==> src/rtl/lbm_pkg.sv <==
package lbm_pkg;

  typedef enum logic [1:0] {
    FLOW_IDLE = 2'd0,
    FLOW_OPEN = 2'd1,
    FLOW_VIOL = 2'd2
  } flowState_e;

  // Strobes from the control to one flow's datapath slice.
  typedef struct packed {
    logic clrTimer;   // restart the measurement
    logic runTimer;   // advance the timer this edge
    logic recordLat;  // transfer closed in time, update maximum
  } flowStrobe_t;

endpackage

==> src/rtl/lbm_ctrl.sv <==
module lbm_ctrl
  import lbm_pkg::*;
#(
  parameter int NUM_FLOWS = 4,
  parameter int FLOW_W    = 2
) (
  input  logic                  clk,
  input  logic                  rstN,
  input  logic                  startVld,
  input  logic [FLOW_W-1:0]     startFlow,
  input  logic                  endVld,
  input  logic [FLOW_W-1:0]     endFlow,
  input  logic [NUM_FLOWS-1:0]  overBound,
  output flowStrobe_t [NUM_FLOWS-1:0] strobes,
  output logic                  protoErr,
  output logic [NUM_FLOWS-1:0]  violFlags
);

  logic [NUM_FLOWS-1:0] idleEnd;

  for (genvar i = 0; i < NUM_FLOWS; i++) begin : g_flow
    flowState_e  stateQ, stateD;
    flowStrobe_t stb;
    logic        startHit, endHit, idleEndHit;

    assign startHit = startVld && (startFlow == FLOW_W'(i));
    assign endHit   = endVld && (endFlow == FLOW_W'(i));

    always_comb begin
      stateD     = stateQ;
      stb        = '0;
      idleEndHit = 1'b0;
      unique case (stateQ)
        FLOW_IDLE: begin
          if (startHit) begin
            stateD       = FLOW_OPEN;
            stb.clrTimer = 1'b1;
          end else if (endHit) begin
            idleEndHit = 1'b1;
          end
        end
        FLOW_OPEN: begin
          if (overBound[i]) begin
            stateD = FLOW_VIOL;
          end else if (startHit) begin
            stb.clrTimer = 1'b1;
          end else if (endHit) begin
            stateD        = FLOW_IDLE;
            stb.recordLat = 1'b1;
          end else begin
            stb.runTimer = 1'b1;
          end
        end
        FLOW_VIOL: stateD = FLOW_VIOL;
        default:   stateD = FLOW_IDLE;
      endcase
    end

    always_ff @(posedge clk) begin
      if (!rstN) stateQ <= FLOW_IDLE;
      else       stateQ <= stateD;
    end

    assign strobes[i]   = stb;
    assign idleEnd[i]   = idleEndHit;
    assign violFlags[i] = (stateQ == FLOW_VIOL);

    AST_VIOL_STICKY: assert property (@(posedge clk) disable iff (!rstN)
      violFlags[i] |=> violFlags[i]);

    AST_VIOL_NEEDS_OVER: assert property (@(posedge clk) disable iff (!rstN)
      $rose(violFlags[i]) |-> $past(overBound[i]));
  end

  assign protoErr = |idleEnd;

endmodule

==> src/rtl/lbm_datapath.sv <==
module lbm_datapath
  import lbm_pkg::*;
#(
  parameter int NUM_FLOWS = 4,
  parameter int FLOW_W    = 2,
  parameter int TIMER_W   = 8,
  parameter int PERR_W    = 8
) (
  input  logic                  clk,
  input  logic                  rstN,
  input  logic                  cfgWe,
  input  logic [FLOW_W-1:0]     cfgFlow,
  input  logic [TIMER_W-1:0]    cfgBound,
  input  flowStrobe_t [NUM_FLOWS-1:0] strobes,
  input  logic                  protoErr,
  input  logic [FLOW_W-1:0]     maxSelFlow,
  output logic [NUM_FLOWS-1:0]  overBound,
  output logic [PERR_W-1:0]     protoErrCnt,
  output logic [TIMER_W-1:0]    maxLatency
);

  localparam logic [TIMER_W-1:0] TIMER_MAX = '1;
  localparam logic [PERR_W-1:0]  PERR_MAX  = '1;

  logic [TIMER_W-1:0] maxArr [NUM_FLOWS];

  for (genvar i = 0; i < NUM_FLOWS; i++) begin : g_slice
    logic [TIMER_W-1:0] boundQ, timerQ, maxQ;

    always_ff @(posedge clk) begin
      if (!rstN) begin
        boundQ <= TIMER_MAX;
      end else if (cfgWe && (cfgFlow == FLOW_W'(i))) begin
        boundQ <= cfgBound;
      end
    end

    always_ff @(posedge clk) begin
      if (!rstN) begin
        timerQ <= '0;
      end else if (strobes[i].clrTimer) begin
        timerQ <= TIMER_W'(1);
      end else if (strobes[i].runTimer && (timerQ != TIMER_MAX)) begin
        timerQ <= timerQ + TIMER_W'(1);
      end
    end

    always_ff @(posedge clk) begin
      if (!rstN) begin
        maxQ <= '0;
      end else if (strobes[i].recordLat && (timerQ > maxQ)) begin
        maxQ <= timerQ;
      end
    end

    assign overBound[i] = (timerQ > boundQ);
    assign maxArr[i]    = maxQ;

    AST_CLR_LOADS_ONE: assert property (@(posedge clk) disable iff (!rstN)
      strobes[i].clrTimer |=> (timerQ == TIMER_W'(1)));

    AST_TIMER_SATURATES: assert property (@(posedge clk) disable iff (!rstN)
      (strobes[i].runTimer && (timerQ == TIMER_MAX)) |=> (timerQ == TIMER_MAX));

    AST_MAX_NEVER_FALLS: assert property (@(posedge clk) disable iff (!rstN)
      1'b1 |=> (maxQ >= $past(maxQ)));
  end

  always_ff @(posedge clk) begin
    if (!rstN) begin
      protoErrCnt <= '0;
    end else if (protoErr && (protoErrCnt != PERR_MAX)) begin
      protoErrCnt <= protoErrCnt + PERR_W'(1);
    end
  end

  always_comb begin
    maxLatency = '0;
    if (int'(maxSelFlow) < NUM_FLOWS) maxLatency = maxArr[maxSelFlow];
  end

  AST_PERR_NEVER_FALLS: assert property (@(posedge clk) disable iff (!rstN)
    1'b1 |=> (protoErrCnt >= $past(protoErrCnt)));

endmodule

==> src/rtl/lbm_latency_monitor.sv <==
module lbm_latency_monitor
  import lbm_pkg::*;
#(
  parameter int NUM_FLOWS = 4,
  parameter int TIMER_W   = 8,
  parameter int PERR_W    = 8,
  localparam int FLOW_W   = (NUM_FLOWS > 1) ? $clog2(NUM_FLOWS) : 1
) (
  input  logic                 clk,
  input  logic                 rstN,
  input  logic                 cfgWe,
  input  logic [FLOW_W-1:0]    cfgFlow,
  input  logic [TIMER_W-1:0]   cfgBound,
  input  logic                 startVld,
  input  logic [FLOW_W-1:0]    startFlow,
  input  logic                 endVld,
  input  logic [FLOW_W-1:0]    endFlow,
  input  logic [FLOW_W-1:0]    maxSelFlow,
  output logic [NUM_FLOWS-1:0] violFlags,
  output logic                 anyViol,
  output logic [PERR_W-1:0]    protoErrCnt,
  output logic [TIMER_W-1:0]   maxLatency
);

  flowStrobe_t [NUM_FLOWS-1:0] strobes;
  logic [NUM_FLOWS-1:0]        overBound;
  logic                        protoErr;

  lbm_ctrl #(
    .NUM_FLOWS(NUM_FLOWS),
    .FLOW_W   (FLOW_W)
  ) ctrl_i (
    .clk      (clk),
    .rstN     (rstN),
    .startVld (startVld),
    .startFlow(startFlow),
    .endVld   (endVld),
    .endFlow  (endFlow),
    .overBound(overBound),
    .strobes  (strobes),
    .protoErr (protoErr),
    .violFlags(violFlags)
  );

  lbm_datapath #(
    .NUM_FLOWS(NUM_FLOWS),
    .FLOW_W   (FLOW_W),
    .TIMER_W  (TIMER_W),
    .PERR_W   (PERR_W)
  ) dp_i (
    .clk        (clk),
    .rstN       (rstN),
    .cfgWe      (cfgWe),
    .cfgFlow    (cfgFlow),
    .cfgBound   (cfgBound),
    .strobes    (strobes),
    .protoErr   (protoErr),
    .maxSelFlow (maxSelFlow),
    .overBound  (overBound),
    .protoErrCnt(protoErrCnt),
    .maxLatency (maxLatency)
  );

  assign anyViol = |violFlags;

endmodule

==> config.mk <==
export PLATFORM = sky130hd
export DESIGN_NAME = lbm_latency_monitor
export DESIGN_NICKNAME = d
export VERILOG_FILES = /design/src/rtl/lbm_pkg.sv /design/src/rtl/lbm_ctrl.sv /design/src/rtl/lbm_datapath.sv /design/src/rtl/lbm_latency_monitor.sv
export SDC_FILE = /design/constraint.sdc
export NUM_CORES = 1
export LEC_CHECK = 0
export BUFFER_PORTS_ARGS = -buffer_cell sky130_fd_sc_hd__buf_2
export CORE_MARGIN = 5
export CORE_UTILIZATION = 58
export DETAILED_ROUTE_END_ITERATION = 8
export PLACE_DENSITY = 0.74
export SLEW_MARGIN = 20
export SYNTH_ARGS = -nofsm -noshare
export SYNTH_HDL_FRONTEND = slang
export SYNTH_SLANG_ARGS = --single-unit
==> constraint.sdc <==
create_clock -name clk -period 5.7 [get_ports clk]
set_input_delay 1.71 -clock clk [delete_from_list [all_inputs] [get_ports clk]]
set_output_delay 1.71 -clock clk [all_outputs]
set_load 0.05 [all_outputs]
==> impl_metrics.py <==
metrics = {
    "timing": {
        "rsz0062_at_grt": "false",
        "worst_pin_slew_ps": 1100,
        "fmax_mhz": 226,
        "finalHoldViolCount": 0,
        "final.setup.tns_ps": 0,
        "slew-limit-headroom": 0.267,
        "finalSetupViolCount": 0,
        "fin_skew_ps": 7.93,
        "period_share": 0.776,
        "slew_violations": 0,
        "min_period_ps": 4430,
    },
    "global_route": {
        "grtUsageTotal": 0.237,
        "grt_remaining_overflow": 0,
        "grt_pass1_wl_um": 27200,
        "grt_pass1_vias": 5626,
        "antenna_found_initial": 0,
        "grt_max_degree": 66,
    },
    "floorplan": {
        "die_h_um": 118,
        "core-area_um2": 11400,
        "die_w_um": 118,
        "initial_core_util": 0.590,
        "num_rows": 39,
        "dieArea_um2": 13800,
        "ioPinCount": 42,
    },
    "synthesis": {
        "synth_area_leader_cell": "dfxtp_1",
        "async_flop_share": 0,
        "ys_seq_area_frac": 0.334,
        "synth_enable_flop_cells": 0,
        "synth_area_per_cell_um2": 8.45,
        "synth-seq-cells": 112,
        "syn-num-nets": 884,
        "synthFlopType": "dfxtp_1",
        "synth_cell_type_count": 57,
        "syn_inst": 794,
        "yosys_warnings": 0,
        "synth.most_common_cell": "nand2_1",
        "synth_area_um2": 6710,
        "synthTopCellsByArea": "dfxtp_1, ha_1, nand2_1, mux2i_1, o211ai_1",
        "netlist_top_cells_count": "nand2_1, dfxtp_1, inv_1",
        "yosysTopAreaCellShare": 0.334,
    },
    "detailed_routing": {
        "dr.first_iter.drc_count": 422,
        "routed_wl_um": 16300,
        "wl_per_cell_um": 16.8,
        "ant_nets": 0,
        "vias_per_cell": 6.09,
        "dr.pass1.iters": 5,
        "drc": 0,
        "vias": 5919,
    },
    "clock_network": {
        "tritoncts": "yes",
        "cts_resized": 0,
        "postCtsSetupBuffers": 0,
        "clkLatencyLatePin_ps": 360,
        "cts.path.max_buffers": 2,
        "numCtsBuffers": 9,
        "clock_sinks": 112,
        "root_buffer": "clkbuf_16",
        "hold_buffers": 0,
        "clk_pin_slew_worst_paths_ps": 70,
        "htreeDepth": 3,
    },
    "critical_path": {
        "critPathMaxFanout": 8,
        "path_class": "in2out",
        "cp_top_family": "multiplexers",
        "worst-path-buf-inv": 2,
        "cp_data_required_time_ps": 3990,
        "crit_chain": "buf_2, mux4_2, buf_2",
        "cpMostUsedCell": "buf_2",
        "cp.arrival_ps": 2720,
        "critPathLaunchType": "input pin",
        "max_stage_delay_ps": 550,
        "worst_setup_path_end_kind": "output pin",
        "crit_slowest_cell": "mux4_2",
    },
    "cells_and_area": {
        "antenna_cells": 0,
        "finalNetCount": 914,
        "register_area_um2": 2240,
        "syn2layout_area_growth_pct": 9.64,
        "drive_above_1_share": 0.0893,
        "fill_cells": 983,
        "multiInputGateArea_um2": 4090,
    },
    "power": {
        "powerDensity_nw_per_um2": 226,
        "irDropWorstVdd_mv": 0.200,
        "power_mw": 1.66,
        "p_leak_nw": 2.98,
    },
    "placement": {
        "place_hpwl_um": 12400,
        "io_buffers": 41,
        "routabilityCongestion": 0.903,
    },
    "hold_path": {
        "min_path_type": "reg2reg",
    },
    "job": {
        "max-cap-violations": 0,
    },
    "outcome": {
        "status": "finished, final reports clean",
    },
}
stage by stage:
stage | hold WS, ps | area (um2) | setup WS, ps | instances | util
after floorplan | 445 | 6710 | 1230 | 794 | -
after global placement | 467 | 7010 | 1290 | 956 | 0.617
after detailed placement | 474 | 7010 | 1270 | 956 | 0.617
after CTS | 485 | 7360 | 1270 | 972 | 0.647
after global routing | 496 | 7360 | 1230 | 972 | 0.647
final | 479 | 7360 | 1270 | 972 | 0.647
state kept, by name, indices dropped and copies added (netlist names):
register / count
dp_i.g_slice.boundQ: 32
dp_i.g_slice.maxQ: 32
dp_i.g_slice.timerQ: 32
ctrl_i.g_flow.stateQ: 8
dp_i.protoErrCnt: 8
power breakdown:
group	leakage, nW	total [mW]	switching, mW	internal [mW]
clock network	0.161	0.714	0.293	0.421
logic	1.91	0.132	0.0884	0.0434
registers	0.909	0.813	0.0134	0.799
routing by layer:
layer	global-route usage	wire length (um)
met5	0	0
met2	0.399	8030
met4	0.0953	536
met1	0.293	6770
met3	0.0519	956
layout make-up:
type	count	share of cell area
clock inverters	4	0.0102
inverters	72	0.0367
repair buffers	44	0.0313
flip-flops and latches	112	0.305
well taps	143	0.0243
multi-input cells	585	0.556
clock buffers	12	0.0362
final timing paths:
path	cells after the start	from	to	slack (ps)
min	2	dp_i.g_slice[2].maxQ[1]$_SDFFE_PN0P_	dp_i.g_slice[2].maxQ[1]$_SDFFE_PN0P_	480
min reg2reg	2	dp_i.g_slice[2].maxQ[1]$_SDFFE_PN0P_	dp_i.g_slice[2].maxQ[1]$_SDFFE_PN0P_	480
max	3	maxSelFlow[0]	maxLatency[4]	1270
max reg2reg	6	dp_i.g_slice[3].timerQ[3]$_SDFFE_PP0P_	dp_i.g_slice[3].maxQ[5]$_SDFFE_PN0P_	2900
cell families (layout without fill, tap and decap cells):
family	after synthesis	after routing	share of synthesized area
muxes	46	46	0.0835
AOI/OAI and AO/OA	150	150	0.148
and+or+nand+nor	302	302	0.226
buffers and inverters	97	132	0.0558
adders and majority gates	69	69	0.129
DFF	112	112	0.334
xor gates and xnor gates	18	18	0.0235
worst min-delay path: cells and delay by family (launching register included):
family	cells	cell delay [ps]
simple gates	1	50
flops	1	330
mux	1	50
placed cells by master, fill, tap and decap left out, types with 3 or more instances in the layout:
cell type and instances:
nor3b_1 4, o21ai_0 12, clkbuf_8 3, and3b_1 3, xnor2_1 17, ha_1 69
nor2_1 37, buf_4 4, nand2b_1 6, mux4_2 8, nand3b_1 6, and4_1 3
nand3_1 24, buf_2 40, o21a_1 3, or3_1 4, mux2i_1 38, nand4_1 28
nand2_1 125, dfxtp_1 112, or4_1 10, and3_1 6, a21oi_1 48, o211ai_1 43
o31ai_1 8, nor3_1 14, inv_1 72, clkbuf_16 9, nor4_1 9, o21ai_1 4
nor2b_1 13, a211oi_1 9
No activity file was read; power rests on OpenSTA's default activity.
